$ cat src/rtl/tmr8_pkg.sv
package tmr8_pkg;

    localparam int CNT_W    = 8;
    localparam int PS_W     = 3;
    localparam int HOLD_CYC = 2;
    localparam int SYNC_STG = 2;

    typedef enum logic {
        SRC_CYCLE = 1'b0,
        SRC_EVENT = 1'b1
    } tmr_src_e;

    typedef struct packed {
        logic [1:0]      spare;
        tmr_src_e        src;
        logic            edge_fall;
        logic            use_presc;
        logic [PS_W-1:0] ratio;
    } tmr_ctl_t;

    localparam logic [7:0] CTL_RST = 8'hFF;

    // terminal-count mask of the prescaler: N-1 with N = 2^(ratio+1)
    function automatic logic [CNT_W-1:0] presc_mask(input logic [PS_W-1:0] ratio);
        logic [CNT_W:0] n;
        n = (CNT_W+1)'(2) << ratio;
        return CNT_W'(n - 1'b1);
    endfunction

endpackage

$ cat src/rtl/tmr8_evsync.sv
module tmr8_evsync #(
    parameter int STAGES = 2
) (
    input  logic clk,
    input  logic rst,
    input  logic evt_in,
    input  logic fall_sel,
    output logic ev_tick
);
    // STAGES synchronizer flops plus one history flop for edge detection
    logic [STAGES:0] sh;

    always_ff @(posedge clk) begin
        if (rst) sh <= '0;
        else     sh <= {sh[STAGES-1:0], evt_in};
    end

    logic lvl_now, lvl_old;
    assign lvl_now = sh[STAGES-1];
    assign lvl_old = sh[STAGES];

    always_comb begin
        if (fall_sel) ev_tick = lvl_old & ~lvl_now;
        else          ev_tick = lvl_now & ~lvl_old;
    end

    // one pin edge gives a single-cycle tick while the edge choice is steady
    a_r5_single_tick: assert property (@(posedge clk) disable iff (rst)
        ev_tick |=> (!ev_tick || fall_sel != $past(fall_sel)));

endmodule

$ cat src/rtl/tmr8_presc.sv
module tmr8_presc #(
    parameter int W    = 8,
    parameter int PS_W = 3
) (
    input  logic            clk,
    input  logic            rst,
    input  logic            clr,
    input  logic            tick,
    input  logic [PS_W-1:0] ratio,
    output logic            tick_out
);
    logic [W-1:0] pcnt;
    logic [W-1:0] mask;
    logic         term;

    assign mask     = tmr8_pkg::presc_mask(ratio);
    assign term     = ((pcnt | ~mask) == {W{1'b1}});
    assign tick_out = tick & term;

    always_ff @(posedge clk) begin
        if (rst || clr)  pcnt <= '0;
        else if (tick)   pcnt <= term ? '0 : pcnt + 1'b1;
    end

    // a freshly cleared prescaler never emits on the following cycle
    a_r4_no_early_tick: assert property (@(posedge clk) disable iff (rst)
        $past(clr) |-> !tick_out);

endmodule

$ cat src/rtl/tmr8_holdoff.sv
module tmr8_holdoff #(
    parameter int HOLD = 2
) (
    input  logic clk,
    input  logic rst,
    input  logic load,
    input  logic cyc_stb,
    output logic busy
);
    localparam int HW = $clog2(HOLD + 1);

    logic [HW-1:0] left;

    always_ff @(posedge clk) begin
        if (rst)                      left <= '0;
        else if (load)                left <= HW'(HOLD);
        else if (cyc_stb && busy)     left <= left - 1'b1;
    end

    assign busy = (left != '0);

    // a load always opens a hold-off window
    a_r3_busy_after_load: assert property (@(posedge clk) disable iff (rst)
        load |=> busy);

endmodule

$ cat src/rtl/evt_timer8.sv
module evt_timer8
    import tmr8_pkg::*;
(
    input  logic             clk,
    input  logic             rst,
    input  logic             cyc_stb,
    input  logic             evt_in,
    input  logic             cnt_wr,
    input  logic [CNT_W-1:0] cnt_wdata,
    input  logic             ctl_wr,
    input  logic [7:0]       ctl_wdata,
    output logic [CNT_W-1:0] cnt_q,
    output logic [7:0]       ctl_q,
    output logic             ovf_flag
);
    tmr_ctl_t         ctl_r;
    logic             ev_tick, busy, src_tick, gated, presc_out, inc;
    logic [CNT_W-1:0] cnt_r;
    logic             ovf_r;

    always_ff @(posedge clk) begin
        if (rst)         ctl_r <= tmr_ctl_t'(CTL_RST);
        else if (ctl_wr) ctl_r <= tmr_ctl_t'(ctl_wdata);
    end

    tmr8_evsync #(.STAGES(SYNC_STG)) u_sync (
        .clk      (clk),
        .rst      (rst),
        .evt_in   (evt_in),
        .fall_sel (ctl_r.edge_fall),
        .ev_tick  (ev_tick)
    );

    tmr8_holdoff #(.HOLD(HOLD_CYC)) u_hold (
        .clk     (clk),
        .rst     (rst),
        .load    (cnt_wr),
        .cyc_stb (cyc_stb),
        .busy    (busy)
    );

    assign src_tick = (ctl_r.src == SRC_EVENT) ? ev_tick : cyc_stb;
    assign gated    = src_tick & ~busy & ~cnt_wr;

    tmr8_presc #(.W(CNT_W), .PS_W(PS_W)) u_presc (
        .clk      (clk),
        .rst      (rst),
        .clr      (cnt_wr),
        .tick     (gated & ctl_r.use_presc),
        .ratio    (ctl_r.ratio),
        .tick_out (presc_out)
    );

    assign inc = ctl_r.use_presc ? presc_out : gated;

    always_ff @(posedge clk) begin
        if (rst) begin
            cnt_r <= '0;
            ovf_r <= 1'b0;
        end else if (cnt_wr) begin
            cnt_r <= cnt_wdata;
            ovf_r <= 1'b0;
        end else if (inc) begin
            cnt_r <= cnt_r + 1'b1;
            if (cnt_r == {CNT_W{1'b1}}) ovf_r <= 1'b1;
        end
    end

    assign cnt_q    = cnt_r;
    assign ctl_q    = ctl_r;
    assign ovf_flag = ovf_r;

    // without a write the count moves by at most one per cycle
    a_r2_unit_step: assert property (@(posedge clk) disable iff (rst)
        !cnt_wr |=> (cnt_q == $past(cnt_q) || cnt_q == CNT_W'($past(cnt_q) + 1'b1)));

    // no advance while the hold-off is open
    a_r3_hold_still: assert property (@(posedge clk) disable iff (rst)
        (busy && !cnt_wr) |=> cnt_q == $past(cnt_q));

    // the flag survives anything but a count write
    a_r8_sticky: assert property (@(posedge clk) disable iff (rst)
        (ovf_flag && !cnt_wr) |=> ovf_flag);

    // leaving 0xFF without a write raises the flag
    a_r8_wrap_sets: assert property (@(posedge clk) disable iff (rst)
        (!cnt_wr && cnt_q == {CNT_W{1'b1}}) |=> (cnt_q == {CNT_W{1'b1}} || ovf_flag));

    // a write always lands, whatever tick coincides with it
    a_r9_write_wins: assert property (@(posedge clk) disable iff (rst)
        cnt_wr |=> (cnt_q == $past(cnt_wdata) && !ovf_flag));

endmodule

$ cat config.mk
export PLATFORM = sky130hd
export DESIGN_NAME = evt_timer8
export DESIGN_NICKNAME = d
export VERILOG_FILES = /design/src/rtl/tmr8_pkg.sv /design/src/rtl/tmr8_evsync.sv /design/src/rtl/tmr8_presc.sv /design/src/rtl/tmr8_holdoff.sv /design/src/rtl/evt_timer8.sv
export SDC_FILE = /design/constraint.sdc
export NUM_CORES = 1
export LEC_CHECK = 0
export BUFFER_PORTS_ARGS = -buffer_cell sky130_fd_sc_hd__buf_2
export CAP_MARGIN = 20
export CORE_MARGIN = 5
export CORE_UTILIZATION = 56
export DETAILED_ROUTE_END_ITERATION = 6
export GPL_TIMING_DRIVEN = 0
export PLACE_DENSITY = 0.83
export SLEW_MARGIN = 0
export SYNTH_ARGS = -nofsm -noshare
export SYNTH_HDL_FRONTEND = slang
export SYNTH_SLANG_ARGS = --single-unit
$ cat constraint.sdc
create_clock -name clk -period 4.8 [get_ports clk]
set_input_delay 0.48 -clock clk [delete_from_list [all_inputs] [get_ports clk]]
set_output_delay 0.48 -clock clk [all_outputs]
set_load 0.01 [all_outputs]
* Yosys cells after proc, flatten, opt, wreduce, memory -nomap -nowiden
Index checks and enable logic that the tools add are counted. W data, S select, Z words.
Word-level totals: bits in registers 30, bits of input ports 22, output and inout bits 17, logic and storage cells 45
Cells by class: add/subtract/negate cells 4, equality and inequality tests 2, shift operators 1, muxes and demuxes 8, bitwise logic cells 12, reductions and logical operators 7
Operators with widths (count):
- $mux W8 | 3
- $add A8 B1 Y8 const B | 2
- $eq A8 B8 Y1 const B | 2
- $not A8 Y8 | 1
- $or A8 B8 Y8 | 1
- $shl A2 B3 Y8 const A | 1
- $sub A8 B1 Y8 const B | 1
- $and A1 B1 Y1 | 6
- $reduce_bool A2 Y1 | 3
- $mux W2 | 2
- $not A1 Y1 | 4
- $mux W1 | 3
- $reduce_and A2 Y1 | 1
- $reduce_or A2 Y1 | 1
- $sub A2 B1 Y2 const B | 1
- $logic_and A1 B1 Y1 | 1
- $logic_or A1 B1 Y1 | 1

* Logic depth before layout (Yosys ltp)
word-level depth 11, mapped depth 11, mapped depth without buffers 9

* Cells and area by module
A second synthesis with hierarchy kept.
Second synthesis, totals: cell total of the unflattened synthesis 167, area, all modules 1626.6 µm²
By module, submodules not included:
- evt_timer8 | times used 1, cells an instance 87, area each 860.8 µm², sequential area each 340.3 µm²
- tmr8_presc | times used 1, cells an instance 59, area each 554.3 µm², sequential area each 160.2 µm²
- tmr8_holdoff | times used 1, cells an instance 12, area each 110.1 µm², sequential area each 40.0 µm²
- tmr8_evsync | times used 1, cells an instance 9, area each 101.3 µm², sequential area each 60.1 µm²

* Worst setup path after synthesis
No wires, ideal clock.
path kind reg2reg, start reg ctl_r, in the netlist ctl_q[1], end reg cnt_r[4] (netlist: cnt_q[4]), library setup time 0.103 ns, arrival 2.197 ns, data required time 4.697 ns, slack 2.499 ns, stages on the path, launching flop included 10, path buffers 1, clock period less this slack 2.301 ns, cell sequence dfxtp_1 buf_2 or3_1 ha_1 o21ai_0 a31oi_1 a21boi_1 nor3b_4 a211oi_1 a2111oi_2
Between the ends: cells in the longest elaborated chain, start to end 8
RTL lines:
- start, declared | line evt_timer8.sv:16 | tmr_ctl_t ctl_r;
- start signal, assigned | line evt_timer8.sv:22 | if (rst) ctl_r <= tmr_ctl_t'(CTL_RST);
- start signal, assigned | line evt_timer8.sv:23 | else if (ctl_wr) ctl_r <= tmr_ctl_t'(ctl_wdata);
- $shl A2 B3 Y8 | line tmr8_pkg.sv:26 | n = (CNT_W+1)'(2) << ratio;
- $sub A8 B1 Y8 | line tmr8_pkg.sv:27 | return CNT_W'(n - 1'b1);
- $not A8 Y8 | line tmr8_presc.sv:17 | assign term = ((pcnt | ~mask) == {W{1'b1}});
- $or A8 B8 Y8 | line tmr8_presc.sv:17
- $eq A8 B8 Y1 | line tmr8_presc.sv:17
- $and A1 B1 Y1 | line tmr8_presc.sv:18 | assign tick_out = tick & term;
- $mux W1 | line evt_timer8.sv:54 | assign inc = ctl_r.use_presc ? presc_out : gated;
- $reduce_bool A2 Y1 (no source line)
- end signal, assigned | line evt_timer8.sv:61 | cnt_r <= cnt_wdata;
- end signal, assigned | line evt_timer8.sv:64 | cnt_r <= cnt_r + 1'b1;
- end, declared | line evt_timer8.sv:18 | logic [CNT_W-1:0] cnt_r;
No other way between the ends. A chain may end at the register's enable or synchronous reset.

* Final worst setup path
Same ends and word-level chain as after synthesis.

==> metrics <==
status complete, no violations; RSZ-0062 raised after global routing false; PortBufs 36; Int Pwr 0.360 mW; total of max-cap violations 0; FMAX 0.396 GHz; pre-CTS WS 2.30 ns; cell area after synthesis 0.00156 mm^2; I/O pin cnt 39; Fillers 221; RR Endpoint cnt_q[4]; critical path, cell by cell buf_2, or3_1, ha_1, o21ai_0, a31oi_1, a21boi_1, nor3b_4, a211oi_1, a2111oi_2; fin nets 240; die height 62.8 um; GRT Util Overall 0.193; Via Count 1374; clock buffer count from CTS 5; Mapped Cells 171; vias in the first global route 1467; Min-Delay Path Class in -> reg; Starting Density 0.576; register area share after synthesis 0.385; clk root buf clkbuf_4; die area slightly below 0.004 mm^2; share of cells above drive strength 1 0.268; DRC 0; Hold EP u_sync.sh[0]; Post-Syn Nets 197; Worst R2R Start ctl_q[1]; post-synthesis async set-or-reset flop share 0; total power 0.491 mW; Die X roughly 63 um; sw frac 0.267; CTS tree yes; Final HPWL DP 2770 um; post-synthesis simple-gate area fraction 0.219; final hold violation count 0; commonest non-fill, non-tap cells in the layout buf_2, dfxtp_1, nor2_1; Clk pwr share 0.298; Max H-tree Level 2; CTS Sinks 30; crit path time final ~2.5 ns; total grt overflow 0; number of synthesized register bits 30; Data arrival, critical path around 2.8 ns; CP max FO 8; Max Buffers Root-to-Sink 2; switching power ~0.13 mW; commonest non-fill, non-tap cell in the layout buf_2; EDFF count, synth 0; library cells used by synthesis 45; DRT antenna net count 0; slew margin rel. 0.638; clock-pin slew on the worst setup and hold paths 0.09 ns; Worst VDD drop 0.203 mV; hold_ws 0.361 ns; YS warnings 0; first-pass GRT wire length 6230 um; hold-fix buffers at CTS 0; Combinational Power Share 0.152; Placeable Area 0.00271 mm^2; Worst path slowest cell nor3b_4; drt initial violations 79; worst-margin pin slew between 0.5 and 0.6 ns; Lkg Pwr 0.788 nW; worst skew pair latency 0.32 ns; Post-Synth XOR/XNOR Area 0.0561; initial antenna violation count 0; pin count of the biggest net entering global routing 11; WS Path Type reg -> reg; final setup slack of the worst path approximately 2.3 ns; Routed WL per cell 14.4 um; synthesis-to-layout area growth 17.3%; reg-to-reg slack, setup 2.27 ns; crit-path max cell delay 0.37 ns; drt first pass iters 4; placed cells roughly 240; Synth Area in Compound Gates 0.192; Pwr Density 268 mW/mm^2; Setup TNS Final 0 ns; setup bufs post-CTS 0; main combinational cell family by area after synthesis simple AND/OR/NAND/NOR gates; Placer Congestion 0.874; Critical Path RT 5.02 ns; fin. max-slew vios 0; Post-Route WL between 3000 and 4000 um; Setup crit end kind flop; Startpoint Class flop; vias per cell 5.63; final worst-path cycle share 0.527; hold path start evt_in; Top FF cell, synth dfxtp_1; multiplexer share of the synthesized area 0.0641; diode count 0; syn avg cell area approximately 9.1 um^2; final setup vio count 0; Final Non-Filler Cells approximately 240; Sequential Power Share 0.550; worst reg-to-reg path cell count 9; Max Clock Skew 0.00788 ns; hold path depth 2; adder-cell area share of the yosys netlist 0.0321; post-cts sizing count 0; # rows 19
==> state kept, by name, summed over array words and instances, names as in the netlist <==
| name | count |
|---|---|
| ovf_flag | 1 |
| u_presc.pcnt | 8 |
| u_sync.sh | 3 |
| ctl_q | 8 |
| u_hold.left | 2 |
| cnt_q | 8 |
==> metal layers <==
layer,routed length (um),vias up,GRT usage
met5,0,-,0
met4,44,0,0.0504
met3,152,6,0.0665
met2,1890,29,0.364
met1,1430,645,0.199
li1,-,694,-
==> layout make-up <==
class	count	area, um^2	share of cell area
clock buffers	6	51.3	0.0280
flip-flops and latches	30	601	0.328
inverters	10	37.5	0.0205
multi-input cells	122	878	0.480
plain buffers	9	45.0	0.0246
repair buffers	36	180	0.0984
well taps	31	38.8	0.0212
==> critical path: cells and delay by family, from the launching register on <==
kind	cells	cell delay (ns)
DFF	1	0.31
buffers and inverters	1	0.16
adders and majority gates	1	0.28
AOI/OAI and AO/OA	5	0.95
and+or+nand+nor	2	0.72
==> per-stage QoR <==
stage | util | cell area, um^2
floorplan | - | 1560
global placement | 0.657 | 1780
detailed placement | 0.657 | 1780
CTS | 0.676 | 1830
global route | 0.676 | 1830
finish | 0.676 | 1830
==> synth_stat cells (all sizes together) (3+ instances only) <==
cell type	number	area, um^2
o21ai	7	38.8
buf	5	30.0
xnor2	6	52.6
a211oi	5	37.5
xor2	4	35.0
nor3	5	25.0
nand4	3	18.8
inv	10	37.5
ha	4	50.1
nor2b	4	25.0
nand2	12	45.0
clkbuf	4	15.0
a21oi	3	15.0
dfxtp	30	601
and3	4	25.0
and4	4	35.0
a31oi	7	43.8
mux2i	10	100
nor2	16	62.6
==> worst max path at each step <==
stage / from / to / slack (ns) / cells past startpoint
after detailed placement: ctl_q[1] / cnt_q[6] / 2.30 / 10
final: ctl_q[1] / cnt_q[4] / 2.27 / 9
after floorplan: ctl_q[1] / cnt_q[4] / 2.50 / 9
after global placement: ctl_q[1] / cnt_q[4] / 2.38 / 9
after CTS: ctl_q[1] / cnt_q[4] / 2.28 / 9
after global routing: ctl_q[1] / cnt_q[4] / 2.04 / 9
==> power groups by stage <==
stage / clock [mW] / combinational, mW / sequential [mW]
3_3_place_gp: 0 / 0.0714 / 0.275
5_1_grt: 0.163 / 0.0832 / 0.272
3_5_place_dp: 0 / 0.0751 / 0.276
4_1_cts: 0.150 / 0.0754 / 0.270
6_report: 0.146 / 0.0745 / 0.270
2_1_floorplan: 0 / 0.0449 / 0.278
==> logic make-up (layout without fill, tap and decap cells) <==
| logic type | count (synthesis) | in the layout |
|---|---|---|
| AND/OR/NAND/NOR | 61 | 61 |
| AO/OA/AOI/OAI | 37 | 37 |
| flip-flops | 30 | 30 |
| buffers and inverters | 19 | 61 |
| XOR/XNOR | 10 | 10 |
| multiplexers | 10 | 10 |
| adder cells (fa/ha/maj) | 4 | 4 |
No activity file was read; power rests on OpenSTA's default activity.
